===== src/rtl/ccr_pkg.sv =====
package ccr_pkg;

  localparam int DATA_W = 32;

  // word indices (byte offset / 4)
  localparam logic [5:0] IDX_CFG    = 6'h01;
  localparam logic [5:0] IDX_STAT   = 6'h02;
  localparam logic [5:0] IDX_POL    = 6'h03;
  localparam logic [5:0] IDX_MOPS   = 6'h04;
  localparam logic [5:0] IDX_MSTART = 6'h05;
  localparam logic [5:0] IDX_MEND   = 6'h06;
  localparam logic [5:0] IDX_TADDR  = 6'h07;
  localparam logic [5:0] IDX_TDATA  = 6'h08;

  // configuration field positions
  localparam int CFG_W       = 5;
  localparam int CFG_OPEN_MNT  = 4;
  localparam int CFG_OPEN_POL  = 3;
  localparam int CFG_OPEN_STAT = 2;
  localparam int CFG_BYPASS  = 1;
  localparam int CFG_LOCK    = 0;
  localparam logic [CFG_W-1:0] CFG_RESET = 5'b11100;

  localparam int POL_W = 6;
  localparam logic [POL_W-1:0] POL_RESET = 6'b001000;

  localparam int MOPS_W   = 6;
  localparam int MOPS_IRQ = 5;

  localparam int FLAG_W = 5;
  localparam int TEST_STEP = 4;

  typedef struct packed {
    logic cfg;
    logic stat;
    logic pol;
    logic mops;
    logic mstart;
    logic mend;
    logic taddr;
  } wr_strobe_t;

  // clear the written ones, then let set requests win
  function automatic logic [FLAG_W-1:0] w1c_merge(
    input logic [FLAG_W-1:0] cur,
    input logic [FLAG_W-1:0] clr,
    input logic [FLAG_W-1:0] set
  );
    return (cur & ~clr) | set;
  endfunction

  // sticky lock: non-debug writes may only set, debug writes may set or clear
  function automatic logic sticky_next(
    input logic cur,
    input logic wbit,
    input logic dbg
  );
    return dbg ? wbit : (cur | wbit);
  endfunction

  function automatic logic [DATA_W-1:0] test_addr_next(
    input logic [DATA_W-1:0] cur
  );
    return cur + DATA_W'(TEST_STEP);
  endfunction

endpackage


===== src/rtl/ccr_decode.sv =====
module ccr_decode
  import ccr_pkg::*;
#(
  parameter int ADDR_W = 8
) (
  input  logic              wr_en,
  input  logic              rd_en,
  input  logic [ADDR_W-1:0] addr,
  input  logic              dbg,
  input  logic              cache_lock,
  input  logic              open_mnt,
  input  logic              open_pol,
  input  logic              open_stat,
  output wr_strobe_t        we,
  output logic              tdata_rd,
  output logic              rd_ok,
  output logic              deny,
  output logic [ADDR_W-3:0] widx,
  output logic              aligned
);

  localparam int WIDX_W = ADDR_W - 2;

  logic wr_ok;

  function automatic logic hit(input logic [WIDX_W-1:0] w, input logic [5:0] idx);
    return w == WIDX_W'(idx);
  endfunction

  always_comb begin
    widx    = addr[ADDR_W-1:2];
    aligned = (addr[1:0] == 2'b00);
    deny    = (wr_en | rd_en) & cache_lock & ~dbg;
    wr_ok   = wr_en & ~deny & aligned;
    rd_ok   = rd_en & ~deny & aligned;

    we.cfg    = wr_ok & hit(widx, IDX_CFG);
    we.stat   = wr_ok & hit(widx, IDX_STAT)   & open_stat;
    we.pol    = wr_ok & hit(widx, IDX_POL)    & open_pol;
    we.mops   = wr_ok & hit(widx, IDX_MOPS)   & open_mnt;
    we.mstart = wr_ok & hit(widx, IDX_MSTART) & open_mnt;
    we.mend   = wr_ok & hit(widx, IDX_MEND)   & open_mnt;
    we.taddr  = wr_ok & hit(widx, IDX_TADDR);
    tdata_rd  = rd_ok & hit(widx, IDX_TDATA);
  end

endmodule


===== src/rtl/ccr_status.sv =====
module ccr_status
  import ccr_pkg::*;
#(
  parameter int PORT_W = 4
) (
  input  logic                     clk,
  input  logic                     rst_n,
  input  logic                     we,
  input  logic [PORT_W+FLAG_W-1:0] wdata,
  input  logic                     ev_rd_err,
  input  logic                     ev_wr_err,
  input  logic                     ev_mnt,
  input  logic                     ev_pgfault,
  input  logic                     ev_cfg_err,
  input  logic [PORT_W-1:0]        ev_port,
  output logic [PORT_W+FLAG_W-1:0] stat,
  output logic                     irq
);

  logic [FLAG_W-1:0] flags_q, flags_d, set_vec, clr_vec;
  logic [PORT_W-1:0] port_q, port_d, port_clr;
  logic              capture;

  always_comb begin
    set_vec  = {ev_rd_err, ev_wr_err, ev_mnt, ev_pgfault, ev_cfg_err};
    clr_vec  = we ? wdata[FLAG_W-1:0] : '0;
    port_clr = we ? wdata[PORT_W+FLAG_W-1:FLAG_W] : '0;
    capture  = ev_rd_err | ev_wr_err;
    flags_d  = w1c_merge(flags_q, clr_vec, set_vec);
    port_d   = capture ? ev_port : (port_q & ~port_clr);
  end

  always_ff @(posedge clk or negedge rst_n) begin
    if (!rst_n) begin
      flags_q <= '0;
      port_q  <= '0;
    end else begin
      flags_q <= flags_d;
      port_q  <= port_d;
    end
  end

  assign stat = {port_q, flags_q};
  assign irq  = |flags_q;

  a_r5_pgfault_sets: assert property (@(posedge clk) disable iff (!rst_n)
    ev_pgfault |=> flags_q[1]);
  a_r5_port_capture: assert property (@(posedge clk) disable iff (!rst_n)
    (ev_rd_err | ev_wr_err) |=> port_q == $past(ev_port));
  a_r6_clear_works: assert property (@(posedge clk) disable iff (!rst_n)
    (we && wdata[0] && !ev_cfg_err) |=> !flags_q[0]);
  a_r6_set_wins: assert property (@(posedge clk) disable iff (!rst_n)
    (we && wdata[4] && ev_rd_err) |=> flags_q[4]);
  a_r7_irq_needs_event: assert property (@(posedge clk) disable iff (!rst_n)
    $rose(irq) |-> $past(ev_rd_err | ev_wr_err | ev_mnt | ev_pgfault | ev_cfg_err));

endmodule


===== src/rtl/ccr_maint.sv =====
module ccr_maint
  import ccr_pkg::*;
#(
  parameter int REGION_W = 32
) (
  input  logic                clk,
  input  logic                rst_n,
  input  logic                we_ops,
  input  logic                we_start,
  input  logic                we_end,
  input  logic [DATA_W-1:0]   wdata,
  input  logic                done,
  output logic [MOPS_W-1:0]   ops,
  output logic [REGION_W-1:0] start_addr,
  output logic [REGION_W-1:0] end_addr,
  output logic                done_evt
);

  always_ff @(posedge clk or negedge rst_n) begin
    if (!rst_n) begin
      ops        <= '0;
      start_addr <= '0;
      end_addr   <= '0;
    end else if (done) begin
      ops        <= '0;
      start_addr <= '0;
      end_addr   <= '0;
    end else begin
      if (we_ops)   ops        <= wdata[MOPS_W-1:0];
      if (we_start) start_addr <= wdata[REGION_W-1:0];
      if (we_end)   end_addr   <= wdata[REGION_W-1:0];
    end
  end

  assign done_evt = done & ops[MOPS_IRQ];

  a_r9_done_clears: assert property (@(posedge clk) disable iff (!rst_n)
    done |=> (ops == '0) && (start_addr == '0) && (end_addr == '0));
  a_r9_ops_hold: assert property (@(posedge clk) disable iff (!rst_n)
    (!done && !we_ops) |=> $stable(ops));

endmodule


===== src/rtl/ccr_regfile.sv =====
module ccr_regfile
  import ccr_pkg::*;
#(
  parameter int ADDR_W = 8,
  parameter int PORT_W = 4
) (
  input  logic              clk,
  input  logic              rst_n,
  input  logic              bus_wr,
  input  logic              bus_rd,
  input  logic [ADDR_W-1:0] bus_addr,
  input  logic [31:0]       bus_wdata,
  input  logic              bus_dbg,
  output logic [31:0]       bus_rdata,
  output logic              bus_deny,
  output logic              cfg_bypass,
  output logic              cfg_cache_lock,
  output logic [5:0]        pol_ctrl,
  output logic [5:0]        mnt_ops,
  output logic [31:0]       mnt_start,
  output logic [31:0]       mnt_end,
  input  logic              mnt_done,
  output logic [31:0]       tst_addr,
  input  logic [31:0]       tst_rdata,
  input  logic              ev_rd_err,
  input  logic              ev_wr_err,
  input  logic [PORT_W-1:0] ev_port,
  input  logic              ev_pgfault,
  input  logic              ev_cfg_err,
  output logic              irq
);

  localparam int WIDX_W = ADDR_W - 2;
  localparam int STAT_W = PORT_W + FLAG_W;

  logic [CFG_W-1:0]  cfg_q;
  logic [POL_W-1:0]  pol_q;
  logic [DATA_W-1:0] taddr_q;
  wr_strobe_t        we;
  logic              tdata_rd, rd_ok, aligned;
  logic [WIDX_W-1:0] widx;
  logic [STAT_W-1:0] stat;
  logic              mnt_evt;
  logic [MOPS_W-1:0] ops;
  logic [DATA_W-1:0] m_start, m_end;

  ccr_decode #(.ADDR_W(ADDR_W)) u_decode (
    .wr_en      (bus_wr),
    .rd_en      (bus_rd),
    .addr       (bus_addr),
    .dbg        (bus_dbg),
    .cache_lock (cfg_q[CFG_LOCK]),
    .open_mnt   (cfg_q[CFG_OPEN_MNT]),
    .open_pol   (cfg_q[CFG_OPEN_POL]),
    .open_stat  (cfg_q[CFG_OPEN_STAT]),
    .we         (we),
    .tdata_rd   (tdata_rd),
    .rd_ok      (rd_ok),
    .deny       (bus_deny),
    .widx       (widx),
    .aligned    (aligned)
  );

  ccr_status #(.PORT_W(PORT_W)) u_status (
    .clk        (clk),
    .rst_n      (rst_n),
    .we         (we.stat),
    .wdata      (bus_wdata[STAT_W-1:0]),
    .ev_rd_err  (ev_rd_err),
    .ev_wr_err  (ev_wr_err),
    .ev_mnt     (mnt_evt),
    .ev_pgfault (ev_pgfault),
    .ev_cfg_err (ev_cfg_err),
    .ev_port    (ev_port),
    .stat       (stat),
    .irq        (irq)
  );

  ccr_maint #(.REGION_W(DATA_W)) u_maint (
    .clk        (clk),
    .rst_n      (rst_n),
    .we_ops     (we.mops),
    .we_start   (we.mstart),
    .we_end     (we.mend),
    .wdata      (bus_wdata),
    .done       (mnt_done),
    .ops        (ops),
    .start_addr (m_start),
    .end_addr   (m_end),
    .done_evt   (mnt_evt)
  );

  // configuration word: group-open bits, bypass, sticky lock
  always_ff @(posedge clk or negedge rst_n) begin
    if (!rst_n) begin
      cfg_q <= CFG_RESET;
    end else if (we.cfg) begin
      cfg_q[CFG_W-1:1] <= bus_wdata[CFG_W-1:1];
      cfg_q[CFG_LOCK]  <= sticky_next(cfg_q[CFG_LOCK], bus_wdata[CFG_LOCK], bus_dbg);
    end
  end

  always_ff @(posedge clk or negedge rst_n) begin
    if (!rst_n)      pol_q <= POL_RESET;
    else if (we.pol) pol_q <= bus_wdata[POL_W-1:0];
  end

  always_ff @(posedge clk or negedge rst_n) begin
    if (!rst_n)        taddr_q <= '0;
    else if (we.taddr) taddr_q <= bus_wdata;
    else if (tdata_rd) taddr_q <= test_addr_next(taddr_q);
  end

  // read mux
  always_comb begin
    bus_rdata = '0;
    if (rd_ok && aligned) begin
      if      (widx == WIDX_W'(IDX_CFG))    bus_rdata = DATA_W'(cfg_q);
      else if (widx == WIDX_W'(IDX_STAT))   bus_rdata = DATA_W'(stat);
      else if (widx == WIDX_W'(IDX_POL))    bus_rdata = DATA_W'(pol_q);
      else if (widx == WIDX_W'(IDX_MOPS))   bus_rdata = DATA_W'(ops);
      else if (widx == WIDX_W'(IDX_MSTART)) bus_rdata = m_start;
      else if (widx == WIDX_W'(IDX_MEND))   bus_rdata = m_end;
      else if (widx == WIDX_W'(IDX_TADDR))  bus_rdata = taddr_q;
      else if (widx == WIDX_W'(IDX_TDATA))  bus_rdata = tst_rdata;
    end
  end

  assign cfg_bypass     = cfg_q[CFG_BYPASS];
  assign cfg_cache_lock = cfg_q[CFG_LOCK];
  assign pol_ctrl       = pol_q;
  assign mnt_ops        = ops;
  assign mnt_start      = m_start;
  assign mnt_end        = m_end;
  assign tst_addr       = taddr_q;

  a_r3_lock_sticky: assert property (@(posedge clk) disable iff (!rst_n)
    (cfg_q[CFG_LOCK] && !(we.cfg && bus_dbg)) |=> cfg_q[CFG_LOCK]);
  a_r3_denied_write_inert: assert property (@(posedge clk) disable iff (!rst_n)
    (bus_deny && bus_wr) |=> ($stable(cfg_q) && $stable(pol_q) && $stable(taddr_q)));
  a_r2_pol_guard: assert property (@(posedge clk) disable iff (!rst_n)
    (bus_wr && !cfg_q[CFG_OPEN_POL]) |=> $stable(pol_q));
  a_r10_addr_step: assert property (@(posedge clk) disable iff (!rst_n)
    tdata_rd |=> (taddr_q == $past(taddr_q) + 32'd4));
  a_r10_no_step_when_denied: assert property (@(posedge clk) disable iff (!rst_n)
    (bus_deny && !bus_wr) |=> $stable(taddr_q));

endmodule


===== config.mk =====
export PLATFORM = sky130hd
export DESIGN_NAME = ccr_regfile
export DESIGN_NICKNAME = d
export VERILOG_FILES = /design/src/rtl/ccr_pkg.sv /design/src/rtl/ccr_decode.sv /design/src/rtl/ccr_status.sv /design/src/rtl/ccr_maint.sv /design/src/rtl/ccr_regfile.sv
export SDC_FILE = /design/constraint.sdc
export NUM_CORES = 1
export LEC_CHECK = 0
export BUFFER_PORTS_ARGS = -buffer_cell sky130_fd_sc_hd__clkbuf_2
export CORE_MARGIN = 2
export CORE_UTILIZATION = 52
export CTS_BUF_LIST = sky130_fd_sc_hd__clkbuf_8
export CTS_CLUSTER_SIZE = 14
export DETAILED_ROUTE_END_ITERATION = 7
export GPL_TIMING_DRIVEN = 1
export PLACE_DENSITY = 0.82
export REMOVE_ABC_BUFFERS = 1
export SYNTH_ARGS = -nofsm -noshare
export SYNTH_HDL_FRONTEND = slang
export SYNTH_SLANG_ARGS = --single-unit

===== constraint.sdc =====
create_clock -name clk -period 2.64 [get_ports clk]
set_clock_uncertainty 0.05 [all_clocks]
set_input_delay 0.264 -clock clk [delete_from_list [all_inputs] [get_ports clk]]
set_output_delay 0.264 -clock clk [all_outputs]
set_load 0.05 [all_outputs]

# Word level (Yosys, flattened, before mapping)
# Cells that the tools add are included.
dict set report totals {
  regBits 122
  in_bits 86
  output_inout_bits 144
  word_cells 75
}
dict set report classes {
  addsub 1
  n_eq_ne 8
  muxes 21
  bitwise_logic 30
  n_reduce_logical 7
}
# op n
set op_table {}
lappend op_table {{$mux W32} 15}
lappend op_table {{$add A32 B3 Y32 const B} 1}
lappend op_table {{$eq A6 B3 Y1 const B} 4}
lappend op_table {{$and A1 B1 Y1} 20}
lappend op_table {{$eq A6 B2 Y1 const B} 2}
lappend op_table {{$mux W6} 2}
lappend op_table {{$mux W4} 2}
lappend op_table {{$reduce_bool A2 Y1} 4}
lappend op_table {{$eq A6 B1 Y1 const B} 1}
lappend op_table {{$eq A6 B4 Y1 const B} 1}
lappend op_table {{$and A5 B5 Y5} 1}
lappend op_table {{$mux W5} 1}
lappend op_table {{$not A5 Y5} 1}
lappend op_table {{$or A5 B5 Y5} 1}
lappend op_table {{$reduce_or A5 Y1} 1}
lappend op_table {{$and A4 B4 Y4} 1}
lappend op_table {{$not A4 Y4} 1}
lappend op_table {{$or A1 B1 Y1} 3}
lappend op_table {{$logic_not A2 Y1} 1}
lappend op_table {{$not A1 Y1} 2}
lappend op_table {{$logic_and A1 B1 Y1} 1}
lappend op_table {{$mux W1} 1}

# Depth between registers and ports, before layout
# Gate-level depths: netlist of run 1.
dict set report logic_depth {
  depth_word 12
  ltp_mapped 8
}

# Cells and area by module
# A second synthesis of run 1 with hierarchy kept.
dict set report unflattened {
  hier_cells 806
  hier_area_um2 7303.3
}
# mod n_inst cells_each area_each_um2 seq_area_each_um2
set by_module_without_submodules {}
lappend by_module_without_submodules {ccr_regfile 1 517 3796.1 1081.0}
lappend by_module_without_submodules {ccr_maint 1 228 2904.0 1751.7}
lappend by_module_without_submodules {ccr_status 1 32 406.6 225.2}
lappend by_module_without_submodules {ccr_decode 1 29 196.4 0.0}

# Worst setup path before layout of run 1
# OpenSTA, ideal clock, no wires.
dict set report synth_timing {
  path_kind {reg-to-output}
  startpoint {register cfg_q[0]}
  endpoint {output bus_rdata[5]}
  arrival_time_ns 2.596
  required_ns 2.326
  slack_ns -0.270
  path_stages_with_launch 6
  path_buffers 1
  cell_sequence {dfrtp_1 nand2b_1 and3_1 clkbuf_1 nand2_1 a221oi_1}
}
dict set report synth_via {
  elab_chain_len 7
}
# item line
set synth_rtl {}
lappend synth_rtl {{from (decl)} ccr_regfile.sv:36} ;# logic [CFG_W-1:0] cfg_q;
lappend synth_rtl {{from (signal, indexed assignment)} ccr_regfile.sv:98} ;# cfg_q[CFG_W-1:1] <= bus_wdata[CFG_W-1:1];
lappend synth_rtl {{from (signal, indexed assignment)} ccr_regfile.sv:99} ;# cfg_q[CFG_LOCK] <= sticky_next(cfg_q[CFG_LOCK], bus_wdata[CFG_LOCK], bus_dbg);
lappend synth_rtl {{$and A1 B1 Y1 (2 in a row)} ccr_decode.sv:33} ;# deny = (wr_en | rd_en) & cache_lock & ~dbg;
lappend synth_rtl {{$not A1 Y1} ccr_decode.sv:35} ;# rd_ok = rd_en & ~deny & aligned;
lappend synth_rtl {{$and A1 B1 Y1 (2 in a row)} ccr_decode.sv:35}
lappend synth_rtl {{$logic_and A1 B1 Y1} ccr_regfile.sv:117} ;# if (rd_ok && aligned) begin
lappend synth_rtl {{$mux W32} ccr_regfile.sv:117}
lappend synth_rtl {{to (decl)} ccr_regfile.sv:14} ;# output logic [31:0] bus_rdata,
# Every way passes these cells.

# Worst setup path after layout of run 1
dict set report layout_timing {
  startpoint {input bus_addr[5]}
  endpoint {output bus_rdata[11]}
}
dict set report layout_via {
  elab_chain_len 10
}
# item line
set layout_rtl {}
lappend layout_rtl {{from (decl)} ccr_regfile.sv:11} ;# input logic [ADDR_W-1:0] bus_addr,
lappend layout_rtl {{$eq A6 B4 Y1} ccr_regfile.sv:125} ;# else if (widx == WIDX_W'(IDX_TDATA)) bus_rdata = tst_rdata;
lappend layout_rtl {{$mux W32} ccr_regfile.sv:125}
lappend layout_rtl {{$mux W32} ccr_regfile.sv:124} ;# else if (widx == WIDX_W'(IDX_TADDR)) bus_rdata = taddr_q;
lappend layout_rtl {{$mux W32} ccr_regfile.sv:123} ;# else if (widx == WIDX_W'(IDX_MEND)) bus_rdata = m_end;
lappend layout_rtl {{$mux W32} ccr_regfile.sv:122} ;# else if (widx == WIDX_W'(IDX_MSTART)) bus_rdata = m_start;
lappend layout_rtl {{$mux W32} ccr_regfile.sv:121} ;# else if (widx == WIDX_W'(IDX_MOPS)) bus_rdata = DATA_W'(ops);
lappend layout_rtl {{$mux W32} ccr_regfile.sv:120} ;# else if (widx == WIDX_W'(IDX_POL)) bus_rdata = DATA_W'(pol_q);
lappend layout_rtl {{$mux W32} ccr_regfile.sv:119} ;# else if (widx == WIDX_W'(IDX_STAT)) bus_rdata = DATA_W'(stat);
lappend layout_rtl {{$mux W32 (*)} ccr_regfile.sv:118} ;# if (widx == WIDX_W'(IDX_CFG)) bus_rdata = DATA_W'(cfg_q);
lappend layout_rtl {{$mux W32 (*)} ccr_regfile.sv:117}
# Every way passes the cells marked *; elsewhere a longest branch is shown, timed or not.

==> results.py, run 1 <==
metrics = {
    "sta": {
        "worst_slew_pin_slew_ns": 0.8848,
        "finalHoldViolCount": 0,
        "maxSlewHeadroom_pct": 41.01,
        "fin_crit_sh_pct": 98.47,
        "slew_violations": 0,
        "fin_worst_hold_slack_ns": 0.01392,
        "setup_ws_ns": 0.04051,
        "setup_viol": 0,
        "period_needed_ns": 2.599,
        "fmax_ghz": 0.3847,
    },
    "place": {
        "dp_slack_ns": -0.03661,
        "gp_congestion": 0.9295,
        "hpwl_mm": 16.64,
        "port_buffers": 229,
    },
    "synth": {
        "ys_types": 46,
        "synth.most_common_cell": "nand2_1",
        "synth_top_cell_by_area": "dfrtp_1",
        "yosys_warnings": 0,
        "netlist_top_cells_area": "dfrtp_1, nand2_1, a21oi_1",
        "synth_area_um2": 6740,
        "syn_area_per_cell_um2": 8.311,
        "synth_edf_count": 0,
        "ys_seq_area_share_pct": 45.37,
        "synth_top_cells_by_count": "nand2_1, dfrtp_1, a21oi_1",
        "ys_ff_latch": 122,
        "async_reset_ff_share_pct": 100.0,
        "netlist_instances": 811,
        "synth_flop_cell": "dfrtp_1",
        "netlist.area_leader.share_pct": 43.81,
    },
    "detailed_routing": {
        "first_pass_iters": 5,
        "ant_nets": 0,
        "drc_errors": 0,
        "routed_wl_mm": 23.36,
        "dr_total_vias": 7403,
        "wl_per_cell_um": 18.72,
        "drtIter0Drc": 762,
        "vias_per_cell": 5.932,
    },
    "die": {
        "start_util_pct": 53.41,
        "boundaryPins": 230,
        "core_area_um2": 12620,
        "die_x_um": 117.9,
        "dieArea_um2": 13890,
        "num_rows": 41,
        "die_h_um": 117.9,
    },
    "power": {
        "cellLeakagePower_nw": 4.040,
        "power.density_nw_per_um2": 475.4,
        "max-vdd-ir-drop_uv": 312.1,
    },
    "critical_path": {
        "crit_required_ns": 2.33,
        "path_class": "input pin to primary output",
        "path_cells": "clkbuf_2 > or4b_1 > and2b_4 > buf_4 > a22oi_1 > a21oi_1 > buf_2",
        "cp.arrival_ns": 2.29,
        "crit_fanout": 13,
        "critPathBufInv": 3,
        "endpoint_kind": "primary output",
        "crit_family": "simple AND/OR/NAND/NOR gates",
        "cp-start-kind": "input pin",
        "cp_slowest_cell": "or4b_1",
        "slowest_delay_ns": 0.66,
    },
    "run": {
        "maxCapViolCount": 0,
    },
    "final_layout": {
        "final_util_pct": 71.68,
        "insertedDiodeCount": 0,
        "syn_to_final_growth_pct": 34.21,
        "nets": 1150,
        "drive_gt1_share_pct": 32.90,
    },
    "cts": {
        "cts.path.max_buffers": 2,
        "cts.sinks": 122,
        "cts_setup_buffers": 0,
        "cts_max_level": 4,
        "tritoncts.num_buffers": 17,
        "cts_tree": "done",
        "cts-root-buf": "clkbuf_8",
        "clkTransAtPathRegs_ns": 0.08,
        "clk_latency_ns": 0.44,
    },
    "grt": {
        "grt_pass1_wl_mm": 37.49,
        "antenna_found_initial": 0,
        "grt-ovfl-total": 0,
        "grt_use_total_pct": 34.11,
        "grt_max_degree": 123,
        "grt_pass1_vias": 7132,
    },
    "hold_path": {
        "holdCritPathClass": "input pin to register",
    },
    "status": {
        "status": "finished clean",
    },
}
## final cells by class
cell class / count / area (um2)
flip-flops and latches: 122 / 3058
multi-input cells: 627 / 3465
inverters: 8 / 30.03
repair buffers: 287 / 1844
clock inverters: 15 / 200.2
fillers: 1022 / 3573
clock buffers: 17 / 234.0
well taps: 172 / 215.2
## placed cells by master, fill, tap and decap left out, types with 8 or more instances in the layout
master / count
or3_1: 13
xnor2_1: 20
nor4_1: 15
buf_4: 51
dfrtp_1: 118
mux2_2: 21
buf_12: 17
clkbuf_2: 210
a22oi_1: 21
nand2b_1: 16
a22o_1: 15
nand2_1: 209
inv_1: 8
a21oi_1: 106
o21ai_0: 45
nor2_1: 36
clkbuf_8: 17
nand4_1: 10
nand3_1: 18
## sequential cells by signal (all words and copies together) (netlist names)
| register | flops |
|---|---|
| cfg_q | 5 |
| u_maint.ops | 6 |
| tst_addr | 32 |
| u_status.port_q | 4 |
| pol_ctrl | 6 |
| u_maint.end_addr | 32 |
| u_status.flags_q | 5 |
| u_maint.start_addr | 32 |
## cells by family (layout without fill, tap and decap cells)
family	count (synthesis)	count (layout)	share of synthesized area (%)
buffers and inverters	62	327	3.806
adders and majority gates	1	1	0.1856
xor gates and xnor gates	23	23	2.989
DFF	122	122	45.37
and+or+nand+nor	358	358	24.19
muxes	28	28	4.548
AOI/OAI and AO/OA	217	217	18.92
## tightest hold or removal path: stages
cell      delay, ns
clkbuf_2       0.10
nand2_1        0.04
o21ai_0        0.06
## path summary, 6_finish.rpt
path	start	end	slack (ns)	cells past startpoint
min	bus_wdata[19]	tst_addr[19]$_DFFE_PN0P_	0.01	3
min in group asynchronous	rst_n	pol_ctrl[0]$_DFFE_PN0P_	0.40	3
max in group asynchronous	rst_n	u_maint.end_addr[26]$_DFFE_PN0P_	1.61	3
max	bus_addr[5]	bus_rdata[11]	0.04	7
min reg2reg	u_status.flags_q[1]$_DFF_PN0_	u_status.flags_q[1]$_DFF_PN0_	0.46	1
max reg2reg	tst_addr[15]$_DFFE_PN0P_	tst_addr[29]$_DFFE_PN0P_	0.40	5
## stage by stage
step | total power [mW] | cells | cell area [um2] | setup TNS [ns]
final | 4.301 | 1248 | 9046 | 0
after detailed placement | 2.497 | 1211 | 8539 | -0.1334
after CTS | 4.311 | 1248 | 9025 | 0
after floorplan | 2.213 | 757 | 6514 | -39.26
after global routing | 4.455 | 1248 | 9046 | -0.00001177
after global placement | 2.488 | 1211 | 8539 | 0
## metal layers
layer | vias up | track usage, % | wire length [um]
met5 | - | 0 | 0
met4 | 0 | 12.42 | 686
met3 | 61 | 6.977 | 2156
met2 | 427 | 54.40 | 11050
met1 | 3563 | 46.22 | 9466
li1 | 3352 | - | -
## report_power, final
group,internal [mW],total [mW],switching (mW)
sequential,1.91,1.96,0.0543
clock,1.03,1.82,0.796
combinational,0.168,0.514,0.346
total,3.10,4.30,1.20
## repair_timing
| item | CTS | global route |
|---|---|---|
| hold endpoints to repair | 122 | 0 |
| gates resized for setup | 1 | 10 |
| gates cloned | 0 | 0 |
| setup endpoints to repair | 13 | 17 |
| hold buffers | 5 | 0 |
(Power assumes the default switching activity.)
==> run 2: changes to the inputs <==
==> constraint.sdc (replaced) <==
create_clock -name clk -period 2.64 [get_ports clk]
set_clock_uncertainty 0.05 [all_clocks]
set_input_delay 0.396 -clock clk [delete_from_list [all_inputs] [get_ports clk]]
set_output_delay 0.396 -clock clk [all_outputs]
set_load 0.05 [all_outputs]
==> run 2 against run 1 <==
- the flow now finishes with violations (setup timing)
- sequential power about the same
- core utilization up 1.2 points
- via count increased by 0.85%
- final cell count grew 1.0%
- clock-buffer cell count did not move
- sequential share of layout area decreased by 0.57 points
- first-iteration DRC count down 11%
- critical path depth is 1 higher
- combinational power rose by 3%
- critical endpoint is now bus_rdata[7]
==> results.py, run 2 (synthesized netlist as in run 1, its figures left out) <==
metrics = {
    "detailed_routing": {
        "wl_per_cell_um": 18.90,
        "drtIter0Drc": 680,
        "drc_errors": 0,
        "dr_total_vias": 7466,
        "ant_nets": 0,
        "vias_per_cell": 5.921,
        "first_pass_iters": 5,
        "routed_wl_mm": 23.84,
    },
    "power": {
        "max-vdd-ir-drop_uv": 256.0,
        "power.density_nw_per_um2": 428.8,
        "power_mw": 3.945,
        "cellLeakagePower_nw": 4.100,
    },
    "cts": {
        "cts.sinks": 122,
        "clkTransAtPathRegs_ns": 0.08,
        "clk_latency_ns": 0.44,
        "tritoncts.num_buffers": 17,
        "cts_tree": "done",
        "cts_max_level": 4,
        "cts.path.max_buffers": 2,
        "cts-root-buf": "clkbuf_8",
    },
    "final_layout": {
        "syn_to_final_growth_pct": 36.50,
        "final_common_cell": "nand2_1",
        "layout_common_cells": "nand2_1, clkbuf_2, dfrtp_1",
        "insertedDiodeCount": 0,
        "drive_gt1_share_pct": 35.54,
        "final_util_pct": 72.90,
        "fill_cells": 1015,
        "nets": 1163,
    },
    "grt": {
        "grt_use_total_pct": 34.24,
        "antenna_found_initial": 0,
        "grt_pass1_vias": 7153,
        "grt_max_degree": 49,
        "grt_pass1_wl_mm": 37.79,
        "grt-ovfl-total": 0,
    },
    "sta": {
        "slew_violations": 0,
        "fin_worst_hold_slack_ns": 0.08501,
        "fin_crit_sh_pct": 102.3,
        "setup_ws_ns": -0.06000,
        "fmax_ghz": 0.3704,
        "tns_ns": -0.1786,
        "worst_slew_pin_slew_ns": 0.6512,
        "setup_viol": 7,
        "maxSlewHeadroom_pct": 56.58,
        "period_needed_ns": 2.700,
        "rsz0062_at_grt": "yes",
        "finalHoldViolCount": 0,
    },
    "hold_path": {
        "holdCritPathClass": "input pin to register",
    },
    "status": {
        "status": "finished with violations",
        "violations": "setup timing",
    },
    "critical_path": {
        "cp-start-kind": "input pin",
        "crit_fanout": 6,
        "endpoint_kind": "primary output",
        "crit_required_ns": 2.19,
        "path_class": "input pin to primary output",
        "cp.arrival_ns": 2.25,
    },
    "die": {
        "start_util_pct": 53.41,
        "die_x_um": 117.9,
        "die_h_um": 117.9,
        "dieArea_um2": 13890,
        "boundaryPins": 230,
        "core_area_um2": 12620,
        "num_rows": 41,
    },
    "place": {
        "dp_slack_ns": -0.1482,
        "hpwl_mm": 17.33,
        "gp_congestion": 0.9237,
        "port_buffers": 229,
    },
    "run": {
        "maxCapViolCount": 0,
    },
}
-- run 2: changes by cell type in the layout (fill, tap and decap cells not counted), moves of 7 or more --
cell      previous run  this run
a21oi_1            106        98
clkbuf_2           210       197
buf_4               51        67
clkbuf_4             0         7
a21oi_2              2         9
-- run 2: critical path: stages --
cell and delay (ns):
buf_6 0.09, or4b_4 0.59, and2b_2 0.27, buf_6 0.13
a221oi_2 0.04, or3_4 0.41, a21oi_4 0.17, buf_12 0.15
-- run 2: report_power, final --
part | internal (mW) | leakage [nW] | switching (mW) | total, mW
sequential | 1.91 | 1.64 | 0.0545 | 1.96
combinational | 0.175 | 2.30 | 0.353 | 0.528
clock | 0.642 | 0.160 | 0.813 | 1.46
total | 2.72 | 4.10 | 1.22 | 3.95
-- run 2: layer usage --
metal  share of wire (%)  vias to the layer above  GRT usage [%]
met5                   0                        -              0
met4                 2.6                        0          11.14
met3                 9.4                       60          6.492
met2                  48                      433          56.00
met1                  40                     3598          46.07
li1                    -                     3375              -
-- run 2: what timing repair did --
| action | in CTS | in global routing |
|---|---|---|
| setup buffers | 1 | 0 |
| hold endpoints to repair | 41 | 0 |
| endpoints found under the setup margin | 31 | 31 |
| pin swaps | 2 | 8 |
| gates cloned | 0 | 0 |
| resized for setup | 23 | 33 |
| hold buffers | 1 | 0 |
-- run 2: cell type report --
type                            instances  area, um2  area share (%)
Clock buffer                           17      234.0           2.543
Clock inverter                         15      105.1           1.142
Inverter                                8      30.03          0.3264
Multi-Input combinational cell        627       3537           38.45
Sequential cell                       122       3058           33.24
Tap cell                              172      215.2           2.339
Timing Repair Buffer                  300       2021           21.96
-- run 2: through the flow --
step | instance area, um2 | std cells
after global routing | 9200 | 1261
after detailed placement | 8685 | 1227
after floorplan | 6514 | 757
final | 9200 | 1261
after CTS | 9119 | 1261
after global placement | 8685 | 1227
-- run 2: final timing paths --
path / from / depth (start not counted) / end / slack (ns)
worst max-delay path: bus_addr[5] / 8 / bus_rdata[7] / -0.06
worst min-delay path: ev_cfg_err / 2 / u_status.flags_q[0]$_DFF_PN0_ / 0.09
worst max register to register: tst_addr[15]$_DFFE_PN0P_ / 5 / tst_addr[29]$_DFFE_PN0P_ / 0.39
worst min register to register: u_status.flags_q[1]$_DFF_PN0_ / 1 / u_status.flags_q[1]$_DFF_PN0_ / 0.47
max in group asynchronous: rst_n / 3 / tst_addr[29]$_DFFE_PN0P_ / 1.29
min in group asynchronous: rst_n / 2 / pol_ctrl[0]$_DFFE_PN0P_ / 0.48
==> run 3: changes to the inputs <==
- SETUP_SLACK_MARGIN: unset -> 0.15
==> run 3 against run 2 <==
- the run still ends with setup timing left
- combinational power up 3%
- fmax about the same
- clock power about the same
- global-route usage up 0.63 points
- clock-buffer cell count unchanged
- final cell count up 0.48%
- register-to-register slack about the same
- highest routed layer unchanged
- critical endpoint unchanged
- final area up 3.8%
- largest cell class unchanged
- sequential power about the same
==> results.py, run 3 (synthesized netlist as in run 1, its figures left out) <==
metrics = {
    "status": {
        "status": "finished with violations",
        "violations": "setup timing",
    },
    "critical_path": {
        "crit_family": "simple AND/OR/NAND/NOR gates",
        "endpoint_kind": "primary output",
        "critPathBufInv": 3,
        "crit_fanout": 6,
        "cp_common_cell": "buf_6",
        "path_cells": "buf_6 > or4b_4 > and2b_2 > buf_6 > a221oi_2 > or3_4 > a21oi_4 > buf_12",
        "cp.arrival_ns": 2.25,
        "cp_slowest_cell": "or4b_4",
        "crit_required_ns": 2.19,
        "path_class": "input pin to primary output",
        "cp-start-kind": "input pin",
        "slowest_delay_ns": 0.59,
    },
    "place": {
        "placed_cell_area_um2": 8685,
        "hpwl_mm": 17.33,
        "dp_slack_ns": -0.1482,
        "port_buffers": 229,
        "gp_congestion": 0.9237,
    },
    "hold_path": {
        "holdCritPathClass": "input pin to register",
    },
    "cts": {
        "cts_tree": "done",
        "cts.sinks": 122,
        "cts-root-buf": "clkbuf_8",
        "cts.path.max_buffers": 2,
        "cts_max_level": 4,
        "clkTransAtPathRegs_ns": 0.08,
        "clk_latency_ns": 0.44,
        "tritoncts.num_buffers": 17,
    },
    "die": {
        "num_rows": 41,
        "die_x_um": 117.9,
        "core_area_um2": 12620,
        "start_util_pct": 53.41,
        "die_h_um": 117.9,
        "dieArea_um2": 13890,
        "boundaryPins": 230,
    },
    "final_layout": {
        "syn_to_final_growth_pct": 41.66,
        "drive_gt1_share_pct": 38.08,
        "nets": 1169,
        "final_area_um2": 9548,
        "insertedDiodeCount": 0,
        "layout_common_cells": "nand2_1, clkbuf_2, dfrtp_1",
        "final_common_cell": "nand2_1",
    },
    "sta": {
        "setup_ws_ns": -0.05799,
        "worst_slew_pin_slew_ns": 0.6505,
        "fin_worst_hold_slack_ns": 0.08365,
        "fmax_ghz": 0.3706,
        "rsz0062_at_grt": "yes",
        "period_needed_ns": 2.698,
        "maxSlewHeadroom_pct": 56.63,
        "slew_violations": 0,
        "fin_crit_sh_pct": 102.2,
        "setup_viol": 6,
        "finalHoldViolCount": 0,
    },
    "run": {
        "maxCapViolCount": 0,
    },
    "detailed_routing": {
        "vias_per_cell": 6.051,
        "drtIter0Drc": 724,
        "dr_total_vias": 7666,
        "ant_nets": 0,
        "first_pass_iters": 5,
        "drc_errors": 0,
        "wl_per_cell_um": 19.85,
        "routed_wl_mm": 25.15,
    },
    "power": {
        "power_mw": 3.954,
        "cellLeakagePower_nw": 4.201,
        "power.density_nw_per_um2": 414.2,
        "max-vdd-ir-drop_uv": 254.9,
    },
    "grt": {
        "grt-ovfl-total": 0,
        "grt_pass1_wl_mm": 38.44,
        "antenna_found_initial": 0,
        "grt_use_total_pct": 34.87,
        "grt_pass1_vias": 7225,
        "grt_max_degree": 49,
    },
}
==> run 3: changes by cell type in the layout (fill, tap and decap cells not counted), sizes merged <==
cell    previous run  this run
buf               94       101
clkbuf           222       221
==> run 3: metal layers <==
| metal | share of wire, % | vias to the layer above | track usage (%) | routed length, um |
|---|---|---|---|---|
| met2 | 48 | 493 | 57.19 | 12190 |
| met1 | 39 | 3711 | 46.23 | 9881 |
| met3 | 9.6 | 69 | 7.074 | 2404 |
| met4 | 2.7 | 0 | 11.97 | 674 |
| met5 | 0 | - | 0 | 0 |
| li1 | - | 3393 | - | - |
==> run 3: what timing repair did <==
item                                    in CTS  in global routing
pin swaps                                   12                 22
endpoints found under the hold margin       41                  0
gates cloned                                 0                  2
resized for setup                           62                 60
endpoints found under the setup margin      32                 32
setup buffers                                1                  4
hold buffers                                 1                  0
==> run 3: path summary, 6_finish.rpt <==
kind                                               start                            end  slack [ns]  cells past startpoint
min in group asynchronous                          rst_n        pol_ctrl[0]$_DFFE_PN0P_        0.48                      2
max reg2reg                     tst_addr[15]$_DFFE_PN0P_       tst_addr[29]$_DFFE_PN0P_        0.39                      5
max in group asynchronous                          rst_n       tst_addr[28]$_DFFE_PN0P_        1.29                      3
min                                           ev_cfg_err  u_status.flags_q[0]$_DFF_PN0_        0.08                      2
min reg2reg                u_status.flags_q[1]$_DFF_PN0_  u_status.flags_q[1]$_DFF_PN0_        0.47                      1
max                                          bus_addr[5]                   bus_rdata[7]       -0.06                      8
==> run 3: area by class of cell <==
type / instances / area (um2)
Fill cell: 964 / 3072
Timing Repair Buffer: 306 / 2255
Tap cell: 172 / 215.2
Multi-Input combinational cell: 627 / 3651
Clock buffer: 17 / 234.0
Clock inverter: 15 / 105.1
Sequential cell: 122 / 3058
Inverter: 8 / 30.03
==> run 3: power by group <==
part | internal (mW) | switching (mW)
combinational | 0.181 | 0.362
sequential | 1.91 | 0.0550
clock | 0.642 | 0.808
==> run 3: through the flow <==
step	cells	utilization [%]	setup TNS (ns)
final	1267	75.66	-0.2082
after global routing	1267	75.66	-0.5451
after CTS	1261	73.63	-0.007919
after detailed placement	1227	68.82	-2.324
after global placement	1227	68.82	-1.637
after floorplan	757	-	-56.87
